===== config.mk =====
export PLATFORM = sky130hd
export DESIGN_NAME = mdq_refill_arbiter
export DESIGN_NICKNAME = d
export VERILOG_FILES = /design/src/rtl/mdq_pkg.sv /design/src/rtl/mdq_slot_timer.sv /design/src/rtl/mdq_deficit_bank.sv /design/src/rtl/mdq_max_select.sv /design/src/rtl/mdq_refill_arbiter.sv
export SDC_FILE = /design/constraint.sdc
export NUM_CORES = 1
export LEC_CHECK = 0
export BUFFER_PORTS_ARGS = -buffer_cell sky130_fd_sc_hd__buf_2
export CAP_MARGIN = 30
export CORE_MARGIN = 1.5
export CORE_UTILIZATION = 68
export DETAILED_ROUTE_END_ITERATION = 8
export PLACE_DENSITY = 0.9
export SETUP_SLACK_MARGIN = 0.15
export SKIP_LAST_GASP = 1
export SLEW_MARGIN = 0
export SYNTH_ARGS = -nofsm -noshare
export SYNTH_HDL_FRONTEND = slang
export SYNTH_HIERARCHICAL = 1
export SYNTH_SLANG_ARGS = --single-unit

===== constraint.sdc =====
create_clock -name clk_i -period 18.2 [get_ports clk_i]
set_input_delay 2.73 -clock clk_i [delete_from_list [all_inputs] [get_ports clk_i]]
set_output_delay 2.73 -clock clk_i [all_outputs]
set_load 0.02 [all_outputs]

===== src/rtl/mdq_pkg.sv =====
package mdq_pkg;
  localparam int unsigned DEF_NUM_Q       = 5;
  localparam int unsigned DEF_BLK         = 6;
  // ceil(BLK*(2+ln NUM_Q)) for the defaults
  localparam int unsigned DEF_CACHE_PER_Q = 22;

  function automatic int unsigned idx_w(int unsigned n);
    return (n < 2) ? 1 : $clog2(n);
  endfunction
endpackage


===== src/rtl/mdq_slot_timer.sv =====
module mdq_slot_timer
  import mdq_pkg::*;
#(
  parameter int unsigned BLK = DEF_BLK
) (
  input  logic clk_i,
  input  logic rst_ni,
  output logic decide_o
);
  localparam int unsigned SW = idx_w(BLK);
  localparam logic [SW-1:0] LAST = SW'(BLK - 1);

  logic [SW-1:0] slot_q;

  always_ff @(posedge clk_i or negedge rst_ni) begin
    if (!rst_ni)             slot_q <= '0;
    else if (slot_q == LAST) slot_q <= '0;
    else                     slot_q <= slot_q + SW'(1);
  end

  assign decide_o = (slot_q == LAST);
endmodule


===== src/rtl/mdq_deficit_bank.sv =====
module mdq_deficit_bank
  import mdq_pkg::*;
#(
  parameter int unsigned NUM_Q       = DEF_NUM_Q,
  parameter int unsigned BLK         = DEF_BLK,
  parameter int unsigned CACHE_PER_Q = DEF_CACHE_PER_Q,
  parameter int unsigned QW          = idx_w(NUM_Q),
  parameter int unsigned DW          = idx_w(CACHE_PER_Q + BLK + 1) + 1
) (
  input  logic                 clk_i,
  input  logic                 rst_ni,
  input  logic                 req_valid_i,
  input  logic [QW-1:0]        req_qid_i,
  input  logic                 fill_valid_i,
  input  logic [QW-1:0]        fill_qid_i,
  output logic signed [DW-1:0] def_o [NUM_Q],
  output logic [NUM_Q-1:0]     empty_o
);
  localparam logic signed [DW-1:0] STEP_ONE = DW'(1);
  localparam logic signed [DW-1:0] STEP_BLK = DW'(BLK);
  localparam logic signed [DW-1:0] FULL_DEF = DW'(CACHE_PER_Q);

  for (genvar g = 0; g < NUM_Q; g++) begin : g_q
    logic signed [DW-1:0] def_q;
    logic signed [DW-1:0] def_d;
    logic                 take;
    logic                 give;

    assign empty_o[g] = (def_q == FULL_DEF);
    assign take       = req_valid_i && (req_qid_i == QW'(g)) && !empty_o[g];
    assign give       = fill_valid_i && (fill_qid_i == QW'(g));

    always_comb begin
      def_d = def_q;
      if (take) def_d = def_d + STEP_ONE;
      if (give) def_d = def_d - STEP_BLK;
    end

    always_ff @(posedge clk_i or negedge rst_ni) begin
      if (!rst_ni) def_q <= '0;
      else         def_q <= def_d;
    end

    assign def_o[g] = def_q;
  end
endmodule


===== src/rtl/mdq_max_select.sv =====
module mdq_max_select
  import mdq_pkg::*;
#(
  parameter int unsigned NUM_Q = DEF_NUM_Q,
  parameter int unsigned QW    = idx_w(NUM_Q),
  parameter int unsigned DW    = 8
) (
  input  logic signed [DW-1:0] def_i [NUM_Q],
  input  logic [NUM_Q-1:0]     elig_i,
  output logic                 found_o,
  output logic [QW-1:0]        idx_o
);
  logic signed [DW-1:0] best;

  // strict compare keeps the lowest index on ties
  always_comb begin
    found_o = 1'b0;
    idx_o   = '0;
    best    = '0;
    for (int q = 0; q < NUM_Q; q++) begin
      if (elig_i[q] && (!found_o || def_i[q] > best)) begin
        found_o = 1'b1;
        idx_o   = QW'(q);
        best    = def_i[q];
      end
    end
  end
endmodule


===== src/rtl/mdq_refill_arbiter.sv =====
module mdq_refill_arbiter
  import mdq_pkg::*;
#(
  parameter int unsigned NUM_Q       = DEF_NUM_Q,
  parameter int unsigned BLK         = DEF_BLK,
  parameter int unsigned CACHE_PER_Q = DEF_CACHE_PER_Q,
  parameter int unsigned QW          = idx_w(NUM_Q)
) (
  input  logic             clk_i,
  input  logic             rst_ni,
  input  logic             req_valid_i,
  input  logic [QW-1:0]    req_qid_i,
  input  logic [NUM_Q-1:0] avail_i,
  output logic             repl_valid_o,
  output logic [QW-1:0]    repl_qid_o,
  output logic             underflow_o
);
  localparam int unsigned DW = idx_w(CACHE_PER_Q + BLK + 1) + 1;
  localparam logic signed [DW-1:0] ZERO_S = '0;

  logic                 decide;
  logic signed [DW-1:0] def [NUM_Q];
  logic [NUM_Q-1:0]     empty;
  logic [NUM_Q-1:0]     elig;
  logic                 found;
  logic [QW-1:0]        pick;
  logic                 fire;
  logic                 uf_d;
  logic                 repl_valid_q;
  logic [QW-1:0]        repl_qid_q;
  logic                 underflow_q;

  mdq_slot_timer #(.BLK(BLK)) u_timer (
    .clk_i    (clk_i),
    .rst_ni   (rst_ni),
    .decide_o (decide)
  );

  mdq_deficit_bank #(
    .NUM_Q(NUM_Q), .BLK(BLK), .CACHE_PER_Q(CACHE_PER_Q), .QW(QW), .DW(DW)
  ) u_bank (
    .clk_i        (clk_i),
    .rst_ni       (rst_ni),
    .req_valid_i  (req_valid_i),
    .req_qid_i    (req_qid_i),
    .fill_valid_i (fire),
    .fill_qid_i   (pick),
    .def_o        (def),
    .empty_o      (empty)
  );

  for (genvar g = 0; g < NUM_Q; g++) begin : g_elig
    assign elig[g] = avail_i[g] && (def[g] > ZERO_S);
  end

  mdq_max_select #(.NUM_Q(NUM_Q), .QW(QW), .DW(DW)) u_sel (
    .def_i   (def),
    .elig_i  (elig),
    .found_o (found),
    .idx_o   (pick)
  );

  assign fire = decide && found;

  always_comb begin
    uf_d = 1'b0;
    for (int q = 0; q < NUM_Q; q++) begin
      if (req_valid_i && req_qid_i == QW'(q) && empty[q]) uf_d = 1'b1;
    end
  end

  always_ff @(posedge clk_i or negedge rst_ni) begin
    if (!rst_ni) begin
      repl_valid_q <= 1'b0;
      repl_qid_q   <= '0;
      underflow_q  <= 1'b0;
    end else begin
      repl_valid_q <= fire;
      if (fire) repl_qid_q <= pick;
      underflow_q  <= uf_d;
    end
  end

  assign repl_valid_o = repl_valid_q;
  assign repl_qid_o   = repl_qid_q;
  assign underflow_o  = underflow_q;
endmodule


==> impl_metrics.py <==
metrics = {
    "power_and_ir_drop": {
        "leakage_nw": 1.66,
        "vdd_drop_max_uv": 82.6,
        "powerDensity_nw_per_um2": 168,
    },
    "finish": {
        "final_design_area_no_fill_um2": 3750,
        "areaGrowthSynthToFinish_pct": 6.53,
        "nNetsFinal": 443,
        "drive_above_1_share_pct": 11.3,
        "diodes": 0,
        "finalNonFillerCells": 469,
    },
    "synth": {
        "synth_edf_count": 0,
        "ys_seq_area_share_pct": 27.0,
        "yosysWarnings": 6,
        "yosysTopAreaCell": "dfrtp_1",
        "ys_ff_latch": 38,
        "synth.distinct_cells": 65,
        "synth_top_cell_area_share_pct": 27.0,
        "synth_ff_type": "dfrtp_1",
        "synth_cells": 382,
        "synth_nets": 427,
        "ys_top_cells_by_area": "dfrtp_1 (27%), ha_1 (12%), xnor2_1 (6.2%)",
        "synthArstFlopShare_pct": 100,
        "syn_area_um2": 3520,
        "synth.avg_cell_area_um2": 9.22,
    },
    "clocking": {
        "cts_hold_buf": 0,
        "cts_made_buffers": 5,
        "htreeDepth": 2,
        "postCtsSetupRepairBufs": 0,
        "cts-root-buf": "clkbuf_8",
        "cts_resized": 0,
        "clk_latency_ns": 0.30,
        "cts.path.max_buffers": 2,
        "cts.sinks": 38,
        "cts_tree": "built",
        "path_clk_slew_ns": 0.08,
    },
    "critical_path": {
        "crit_top_cell": "ha_1",
        "cp.arrival_ns": 11.04,
        "cpPeakStageDelay_ns": 0.50,
        "start_kind": "input pin",
        "required_ns": 18.39,
        "crit_fanout": 9,
        "r2r-start": "u_bank/g_q[0].def_q[2]",
        "crit_path_start": "avail_i[0]",
        "cp-end-kind": "flip-flop",
        "rrSetupSlack_ns": 8.99,
        "crit_slowest_cell": "a311oi_2",
        "worstSetupPathType": "input pin to flip-flop",
    },
    "routing": {
        "via_count": 2992,
        "post_drt_wl_per_cell_um": 16.9,
        "wirelength_um": 7920,
        "drt_iter0_markers": 249,
        "route.detailed.drc": 0,
        "via_per_inst": 6.38,
        "dr.pass1.iters": 4,
        "ant_nets": 0,
    },
    "timing": {
        "fin_crit_sh_pct": 59.6,
        "grt_setup_unrepaired": "false",
        "slew_headroom_pct": 42.5,
        "finalHoldViolCount": 0,
        "slew_violations": 0,
        "fmax_ghz": 0.0922,
        "tns_ns": 0,
        "clock_skew_ns": 0.0101,
        "min_period_ns": 10.85,
        "whs_ns": 0.480,
        "tightest_slew_ns": 0.856,
        "finalSetupViolCount": 0,
        "fin_ws_ns": 7.35,
    },
    "floorplan": {
        "core-area_um2": 5040,
        "start_util_pct": 69.9,
        "ios": 16,
        "row_count": 26,
        "die_w_um": 75.0,
        "dieArea_um2": 5620,
        "chipHeight_um": 75.0,
    },
    "place": {
        "place_inst": 460,
        "dp_hpwl_um": 5940,
        "place_area_um2": 3660,
        "post-place-ws_ns": 6.89,
        "portBuffers": 15,
        "globalplace.congestion": 0.928,
    },
    "run_status": {
        "outcome": "finished clean",
    },
    "grt": {
        "antenna_found_initial": 0,
        "gr-total-overflow": 0,
        "track_usage_pct": 30.3,
        "grt_pass1_wl_um": 12900,
        "grt_max_degree": 39,
        "grt_pass1_vias": 2857,
    },
    "min_path": {
        "worstHoldPathType": "flip-flop to flip-flop",
        "hp-start": "u_timer/slot_q[0]",
    },
    "run": {
        "cap_violations": 0,
    },
}
metrics by stage:
step / total power [mW] / util [%]
CTS: 0.623 / 74.3
global placement: 0.531 / 72.6
global route: 0.686 / 74.4
floorplan: 0.467 / -
detailed placement: 0.558 / 72.6
finish: 0.632 / 74.4
worst max-delay path: cells and delay by family:
family	cells	cell delay, ns
fa+ha+maj	4	1.24
compound gates	15	4.42
mux	2	0.58
xor+xnor	1	0.34
simple gates	7	1.31
buf+inv	3	0.41
per-layer routing:
layer,track usage [%],wire (µm),up-vias
met5,0,0,-
met4,16.0,274,0
met3,4.82,346,29
met2,48.1,3790,93
met1,39.8,3510,1446
li1,-,-,1424
flip-flops by register name, summed over array words and instances, names as in the netlist:
register and flops:
repl_valid_o 1, u_bank/g_q.def_q 30, underflow_o 1, u_timer/slot_q 3
repl_qid_o 3
cell usage after synthesis (2+ instances only):
cell type	count
nor2_1	22
a211oi_4	2
nor3_1	8
nor4_1	2
mux2i_1	17
nor2b_1	3
inv_1	26
a22oi_1	5
and2b_1	2
o22ai_1	3
o31a_1	2
nand3_1	12
nand4_1	4
and4bb_2	3
nand4bb_1	4
a211oi_1	3
or4_1	5
ha_1	34
a31oi_1	3
a21o_1	2
clkbuf_1	6
and2_1	7
nand2b_1	12
nand4b_1	3
dfrtp_1	38
nor3_2	2
o21ai_1	2
o32ai_1	2
and3_1	7
xnor2_1	25
mux2_4	2
o21a_1	4
o2111ai_1	2
nand2_1	26
xor2_1	16
o211ai_1	6
a21oi_1	10
o21ai_2	2
o21ai_0	13
nor3b_1	8
mux2_2	3
cell usage in the layout, fill, tap and decap left out, types with 4 or more instances in the layout:
cell type and n:
and2_1 7, o211ai_1 6, o21ai_0 13, or4_1 5, a22oi_1 5, mux2i_1 17, a21oi_1 10, xor2_1 16
nand2_1 26, nand4bb_1 4, clkbuf_8 5, inv_1 26, nor2_1 22, ha_1 34, nor3b_1 8, nor3_1 8
nand3_1 12, and3_1 7, buf_2 16, nand2b_1 12, xnor2_1 25, nand4_1 4, o21a_1 4, dfrtp_1 38
logic make-up after synthesis:
kind of cell | after synthesis | share of synthesized area [%]
AOI/OAI and AO/OA | 74 | 16.2
xor gates and xnor gates | 43 | 11.3
adders and majority gates | 34 | 12.1
buffers and inverters | 33 | 3.55
DFF | 38 | 27.0
muxes | 23 | 6.96
and+or+nand+nor | 137 | 23.0
where the power goes:
| part | internal, mW | switching, mW | total [mW] |
|---|---|---|---|
| clock network | 0.0269 | 0.0329 | 0.0598 |
| logic | 0.174 | 0.204 | 0.378 |
| registers | 0.118 | 0.0759 | 0.194 |
worst paths after layout:
| check | endpoint | cells past startpoint |
|---|---|---|
| max in group asynchronous | u_bank/g_q[4].def_q[1] | 1 |
| worst max register to register | u_bank/g_q[2].def_q[4] | 33 |
| worst min-delay path | u_timer/slot_q[0] | 1 |
| worst max-delay path | u_bank/g_q[2].def_q[4] | 32 |
| worst min register to register | u_timer/slot_q[0] | 1 |
| min in group asynchronous | u_bank/g_q[4].def_q[0] | 1 |
area by class of cell:
type,count,area [µm²]
Timing Repair Buffer,16,80.1
Tap cell,70,87.6
Clock inverter,3,21.3
Clock buffer,5,68.8
Sequential cell,38,951
Inverter,26,97.6
Fill cell,365,1290
Multi-Input combinational cell,311,2450
(Power assumes the default switching activity.)
